==> config.mk <==
export PLATFORM = sky130hd
export DESIGN_NAME = dma_irq_aggregator
export DESIGN_NICKNAME = d
export VERILOG_FILES = /design/src/rtl/dma_irq_pkg.sv /design/src/rtl/dma_irq_wdec.sv /design/src/rtl/dma_irq_chan.sv /design/src/rtl/dma_irq_aggregator.sv
export SDC_FILE = /design/constraint.sdc
export NUM_CORES = 1
export LEC_CHECK = 0
export BUFFER_PORTS_ARGS = -buffer_cell sky130_fd_sc_hd__buf_2
export CAP_MARGIN = 10
export CORE_MARGIN = 4
export CORE_UTILIZATION = 41
export DETAILED_ROUTE_END_ITERATION = 10
export HOLD_SLACK_MARGIN = 0.15
export PLACE_DENSITY = 0.76
export SLEW_MARGIN = 30
export SYNTH_ARGS = -nofsm -noshare
export SYNTH_HDL_FRONTEND = slang
export SYNTH_SLANG_ARGS = --single-unit
==> constraint.sdc <==
create_clock -name clk -period 1.3 [get_ports clk]
set_input_delay 0.065 -clock clk [delete_from_list [all_inputs] [get_ports clk]]
set_output_delay 0.065 -clock clk [all_outputs]
set_load 0.01 [all_outputs]
==> src/rtl/dma_irq_pkg.sv <==
package dma_irq_pkg;
   localparam int ST_W   = 8;
   localparam int B_ACT  = 0;
   localparam int B_PEND = 1;
   localparam int B_CTZ  = 2;
   localparam int B_RLD  = 3;
   localparam int B_BUS  = 4;
   localparam int B_HALT = 5;
   localparam int B_TO   = 6;
   localparam logic [ST_W-1:0] W1C_MASK = 8'b0111_1100;
endpackage

==> src/rtl/dma_irq_wdec.sv <==
module dma_irq_wdec
   import dma_irq_pkg::*;
#(
   parameter int NUM_CH = 8,
   localparam int CH_W = (NUM_CH > 1) ? $clog2(NUM_CH) : 1
) (
   input  logic                           wr_en_i,
   input  logic [CH_W-1:0]                wr_ch_i,
   input  logic [ST_W-1:0]                wr_data_i,
   output logic [NUM_CH-1:0][ST_W-1:0]    clr_o
);
   for (genvar c = 0; c < NUM_CH; c++) begin : g_dec
      always_comb begin
         if (wr_en_i && (wr_ch_i == CH_W'(c)))
            clr_o[c] = wr_data_i & W1C_MASK;
         else
            clr_o[c] = '0;
      end
   end
endmodule

==> src/rtl/dma_irq_chan.sv <==
module dma_irq_chan
   import dma_irq_pkg::*;
(
   input  logic            clk,
   input  logic            rst_n,
   input  logic            act_i,
   input  logic            ctz_i,
   input  logic            rld_i,
   input  logic            to_i,
   input  logic            abort_i,
   input  logic            ctz_ie_i,
   input  logic            dis_ie_i,
   input  logic [ST_W-1:0] clr_i,
   output logic [ST_W-1:0] st_o,
   output logic            pend_o,
   output logic            en_clr_o
);
   logic act_q, pend_q;
   logic ctz_f, rld_f, bus_f, halt_f, to_f;
   logic ctz_n, rld_n, bus_n, halt_n, to_n, pend_n;
   logic fall;

   assign fall = act_q & ~act_i;

   always_comb begin
      ctz_n  = ctz_i   | (ctz_f  & ~clr_i[B_CTZ]);
      rld_n  = rld_i   | (rld_f  & ~clr_i[B_RLD]);
      bus_n  = abort_i | (bus_f  & ~clr_i[B_BUS]);
      halt_n = fall    | (halt_f & ~clr_i[B_HALT]);
      to_n   = to_i    | (to_f   & ~clr_i[B_TO]);
      pend_n = (ctz_ie_i & (ctz_n | rld_n)) |
               (dis_ie_i & (halt_n | bus_n | to_n));
   end

   always_ff @(posedge clk or negedge rst_n) begin
      if (!rst_n) begin
         act_q  <= 1'b0;
         pend_q <= 1'b0;
         ctz_f  <= 1'b0;
         rld_f  <= 1'b0;
         bus_f  <= 1'b0;
         halt_f <= 1'b0;
         to_f   <= 1'b0;
      end else begin
         act_q  <= act_i;
         pend_q <= pend_n;
         ctz_f  <= ctz_n;
         rld_f  <= rld_n;
         bus_f  <= bus_n;
         halt_f <= halt_n;
         to_f   <= to_n;
      end
   end

   always_comb begin
      st_o         = '0;
      st_o[B_ACT]  = act_q;
      st_o[B_PEND] = pend_q;
      st_o[B_CTZ]  = ctz_f;
      st_o[B_RLD]  = rld_f;
      st_o[B_BUS]  = bus_f;
      st_o[B_HALT] = halt_f;
      st_o[B_TO]   = to_f;
   end

   assign pend_o   = pend_q;
   assign en_clr_o = fall | abort_i;


   ctz_pend_chk: assert property (@(posedge clk) disable iff (!rst_n)
      (ctz_i && ctz_ie_i) |=> (ctz_f && pend_q));

   fall_clr_chk: assert property (@(posedge clk) disable iff (!rst_n)
      (act_q && !act_i) |-> (en_clr_o ##1 halt_f));

   abort_flag_chk: assert property (@(posedge clk) disable iff (!rst_n)
      abort_i |=> bus_f);

   evt_wins_chk: assert property (@(posedge clk) disable iff (!rst_n)
      (ctz_i && clr_i[B_CTZ]) |=> ctz_f);

   no_flag_no_pend_chk: assert property (@(posedge clk) disable iff (!rst_n)
      (!ctz_f && !rld_f && !bus_f && !halt_f && !to_f) |-> !pend_q);
endmodule

==> src/rtl/dma_irq_aggregator.sv <==
module dma_irq_aggregator
   import dma_irq_pkg::*;
#(
   parameter int NUM_CH = 8,
   localparam int CH_W = (NUM_CH > 1) ? $clog2(NUM_CH) : 1
) (
   input  logic                   clk,
   input  logic                   rst_n,
   input  logic [NUM_CH-1:0]      ch_active_i,
   input  logic [NUM_CH-1:0]      ctz_evt_i,
   input  logic [NUM_CH-1:0]      rld_evt_i,
   input  logic [NUM_CH-1:0]      to_evt_i,
   input  logic [NUM_CH-1:0]      abort_evt_i,
   input  logic [NUM_CH-1:0]      ctz_ie_i,
   input  logic [NUM_CH-1:0]      dis_ie_i,
   input  logic [NUM_CH-1:0]      glb_ie_i,
   input  logic                   wr_en_i,
   input  logic [CH_W-1:0]        wr_ch_i,
   input  logic [ST_W-1:0]        wr_data_i,
   output logic [NUM_CH*ST_W-1:0] st_o,
   output logic [NUM_CH-1:0]      irq_o,
   output logic [NUM_CH-1:0]      en_clr_o
);
   if (NUM_CH < 1 || NUM_CH > 32) begin : g_bad_cfg
      $error("dma_irq_aggregator: NUM_CH must be 1..32");
   end

   logic [NUM_CH-1:0][ST_W-1:0] clr;
   logic [NUM_CH-1:0]           pend;

   dma_irq_wdec #(.NUM_CH(NUM_CH)) wdec_i (
      .wr_en_i  (wr_en_i),
      .wr_ch_i  (wr_ch_i),
      .wr_data_i(wr_data_i),
      .clr_o    (clr)
   );

   for (genvar c = 0; c < NUM_CH; c++) begin : g_ch
      dma_irq_chan chan_i (
         .clk     (clk),
         .rst_n   (rst_n),
         .act_i   (ch_active_i[c]),
         .ctz_i   (ctz_evt_i[c]),
         .rld_i   (rld_evt_i[c]),
         .to_i    (to_evt_i[c]),
         .abort_i (abort_evt_i[c]),
         .ctz_ie_i(ctz_ie_i[c]),
         .dis_ie_i(dis_ie_i[c]),
         .clr_i   (clr[c]),
         .st_o    (st_o[c*ST_W +: ST_W]),
         .pend_o  (pend[c]),
         .en_clr_o(en_clr_o[c])
      );
   end

   assign irq_o = pend & glb_ie_i;


   irq_gate_chk: assert property (@(posedge clk) disable iff (!rst_n)
      ((irq_o & ~glb_ie_i) == '0));
endmodule

==> metrics.log <==
[metrics] most common library cell in the layout ignoring fill and taps: sky130_fd_sc_hd__buf_2
[metrics] area share of the largest cell type after synthesis: a little under half
[metrics] Worst Setup Path Type: reg2reg
[metrics] Sum Neg Setup Slack: -0.561 ns
[metrics] setup repair after global routing missed its margin: true
[metrics] yosys warns: 0
[metrics] area of the die: approximately 8600 µm²
[metrics] peak ir drop on the vdd network: 0.000582 V
[metrics] crit start category: register
[metrics] number of violations of the max-capacitance limit: 0
[metrics] estimated wirelength of the detail-placed design: 6320 µm
[metrics] register area share after synthesis: between 40 and 50%
[metrics] number of cells on the critical path: 4
[metrics] maximum number of pins on one net before global-route repair: between 50 and 60
[metrics] most frequent cells in the layout: sky130_fd_sc_hd__buf_2 (143), sky130_fd_sc_hd__dfrtp_1 (56), sky130_fd_sc_hd__dlygate4sd3_1 (54)
[metrics] area added between synthesis and finish: 51.9%
[metrics] internal reg-to-reg setup slack: -0.16 ns
[metrics] leakage dissipation: around 0.002 µW
[metrics] die boundary width: roughly 93 µm
[metrics] cell chain of the critical path: o21ai_1, nand2b_1, or4b_1, a22o_1
[metrics] final setup vio count: 5
[metrics] distinct cell type count after synthesis: 26
[metrics] Core Area: around 6900 µm²
[metrics] filler cell count: between 500 and 600
[metrics] post-layout instance count excluding filler cells: between 500 and 600
[metrics] depth of the worst register-to-register path: 4
[metrics] violation count after the first detailed-routing iteration: 58
[metrics] final hold violation count: 0
[metrics] number of rows created at floorplan: 30
[metrics] total congestion overflow: 0
[metrics] ratio of total power to cell area: about 800 nW/µm²
[metrics] cell area after synthesis: slightly below 3000 µm²
[metrics] Period minus WS final: roughly 1.5 ns
[metrics] Setup crit end kind: register
[metrics] total number of vias: 2793
[metrics] Overall Global Routing Usage: between 20 and 25%
[metrics] run status: complete, but fails checks
[metrics] die boundary height: 92.8 µm
[metrics] failing checks: setup timing
[metrics] WP buf/inv: 0
[metrics] number of antenna diodes: 0
[metrics] Clock Latency Late Sink: roughly 0.31 ns
[metrics] per-instance average area after synthesis: roughly 9.6 µm²
[metrics] Hold Path Stages: 3
[metrics] number of antenna violations at the first check in global routing: 0
[metrics] Util after Layout: between 60 and 70%
[metrics] cell type with the highest aggregate area in the netlist: sky130_fd_sc_hd__dfrtp_1
[metrics] dominant cells by area after synthesis: sky130_fd_sc_hd__dfrtp_1 (47%), sky130_fd_sc_hd__buf_4 (18%), sky130_fd_sc_hd__nand2b_1 (11%)
[metrics] final clock skew: 0.00591 ns
[metrics] Crit path arrival time: 1.66 ns
[metrics] number of vias per cell: approximately 4.7
[metrics] worst r2r src: g_ch[7].chan_i.to_f
[metrics] dpl cells: around 500
[metrics] most used flip-flop cell after synthesis: sky130_fd_sc_hd__dfrtp_1
[metrics] Final ANT Viol Nets: 0
[metrics] critical path data required time: ~1.5 ns
[metrics] post-layout worst setup margin: -0.159 ns
[metrics] number of standard cells after synthesis: 307
[metrics] crit-path max FO: 2
[metrics] effective utilization at floorplan: 42.7%
[metrics] CTS root buf: sky130_fd_sc_hd__clkbuf_8
[metrics] max-slew violation count: 0
[metrics] Placer Congestion: 0.804
[metrics] EDFF count, synth: 0
[metrics] CTS sink cnt: 56
[metrics] iteration count of the initial detailed-routing pass: 4
[metrics] share of layout cells above drive strength 1: about 45%
[metrics] global-route wire length before repair: about 15000 µm
[metrics] Clock Tree Buf Depth: 2
[metrics] TritonCTS clock tree: built
[metrics] highest cell delay on the worst timing path: 0.54 ns
[metrics] fraction of synthesis flops using an asynchronous set or reset pin: 100%
[metrics] endpoint of the worst-slack reg-to-reg timing path: g_ch[7].chan_i.pend_o
[metrics] total power of the final layout: between 3000 and 4000 µW
[metrics] average wire per standard cell: 15.8 µm
[metrics] #FFs+latches synth: 56
[metrics] total DRC errors in the routed layout: 0
[metrics] maximum operating frequency: slightly below 700 MHz
[metrics] total wire length: roughly 9500 µm
[metrics] hold wc startpoint: to_evt_i[2]
[metrics] pre-CTS worst setup slack: -0.332 ns
[metrics] number of buffers created by CTS: 5
[metrics] Hold Path End: g_ch[2].chan_i.to_f
[metrics] CTS clock-pin slew for the worst setup and hold paths: about 0.1 ns
[metrics] Buffers on Ports: approximately 150
[metrics] H-Tree Depth: 2
[metrics] I/O pin total: about 160
[metrics] number of global-route vias before repair: ~3000
[metrics] class of the most critical hold timing path: in2reg
[metrics] number of nets at the end of the flow: between 500 and 600
[metrics] share of the clock period used by the worst path after layout: 112%
[metrics] crit-path leading delay family: simple AND/OR/NAND/NOR gates
[metrics] slowest cell on the critical path: sky130_fd_sc_hd__or4b_1
## power breakdown
part,internal [µW],switching [µW]
Combinational,460,362
Sequential,1800,37.5
Clock,437,556
## synth_stat cells (all sizes together) (3+ instances only)
master,n
nand2b,53
or2,7
buf,73
inv,13
clkbuf,6
o21ai,41
nor2,3
dfrtp,56
nand2,15
or4b,3
a22o,6
a21oi,3
and2,8
o22ai,9
## worst max path at each step
stage / from / to / slack [ns]
floorplan: wr_ch_i[0] / g_ch[2].chan_i.pend_o / -0.14
global placement: wr_ch_i[0] / g_ch[2].chan_i.pend_o / -0.31
detailed placement: wr_ch_i[0] / g_ch[2].chan_i.pend_o / -0.33
CTS: g_ch[7].chan_i.to_f / g_ch[7].chan_i.pend_o / -0.12
global route: g_ch[7].chan_i.to_f / g_ch[7].chan_i.pend_o / -0.21
finish: g_ch[7].chan_i.to_f / g_ch[7].chan_i.pend_o / -0.16
## final cells by class
type | count | area, µm² | area share [%]
sequential | 56 | 1400 | 31.3
clock buffer | 8 | 90.1 | 2.01
tap | 96 | 120 | 2.68
timing repair buffer | 258 | 1790 | 39.9
inverter | 13 | 48.8 | 1.09
multi-input combinational | 166 | 1030 | 23.0
## kinds of logic (layout without fill, tap and decap cells)
kind of cell	count (synthesis)	count (layout)	synth area share, %
simple gates	96	96	19.4
buf+inv	92	279	20.9
compound gates	62	62	12.0
flops	56	56	47.5
other cells	1	8	0.127
## tightest hold or removal path, stage by stage
cell and delay [ns]:
sky130_fd_sc_hd__buf_2 0.08, sky130_fd_sc_hd__nand2b_1 0.13, sky130_fd_sc_hd__buf_4 0.11
## timing repair
item | in CTS | in global routing
hold endpoints to repair | 108 | 2
gates resized for setup | 6 | 20
endpoints found under the setup margin | 6 | 15
setup buffers | 15 | 7
cloned | 0 | 0
pin swaps | 3 | 8
hold buffers | 57 | 1
## stage by stage
stage          instance area, µm²  hold slack, ns
6_report                     4480           0.114
4_1_cts                      4370          0.0569
2_1_floorplan                2990          -0.231
3_5_place_dp                 3570          0.0974
5_1_grt                      4480           0.134
3_3_place_gp                 3570          0.0894
## flip-flops by register name (all words and copies together) (netlist names)
signal / cells
g_ch.chan_i.act_q: 8
g_ch.chan_i.bus_f: 8
g_ch.chan_i.ctz_f: 8
g_ch.chan_i.halt_f: 8
g_ch.chan_i.pend_o: 8
g_ch.chan_i.rld_f: 8
g_ch.chan_i.to_f: 8
## per-layer routing
| metal | wire length (µm) | global-route usage [%] |
|---|---|---|
| met5 | 0 | 0 |
| met4 | 174 | 6.96 |
| met3 | 831 | 6.58 |
| met2 | 4990 | 39.7 |
| met1 | 3460 | 24.0 |
Power figures use the tool's default switching activity.
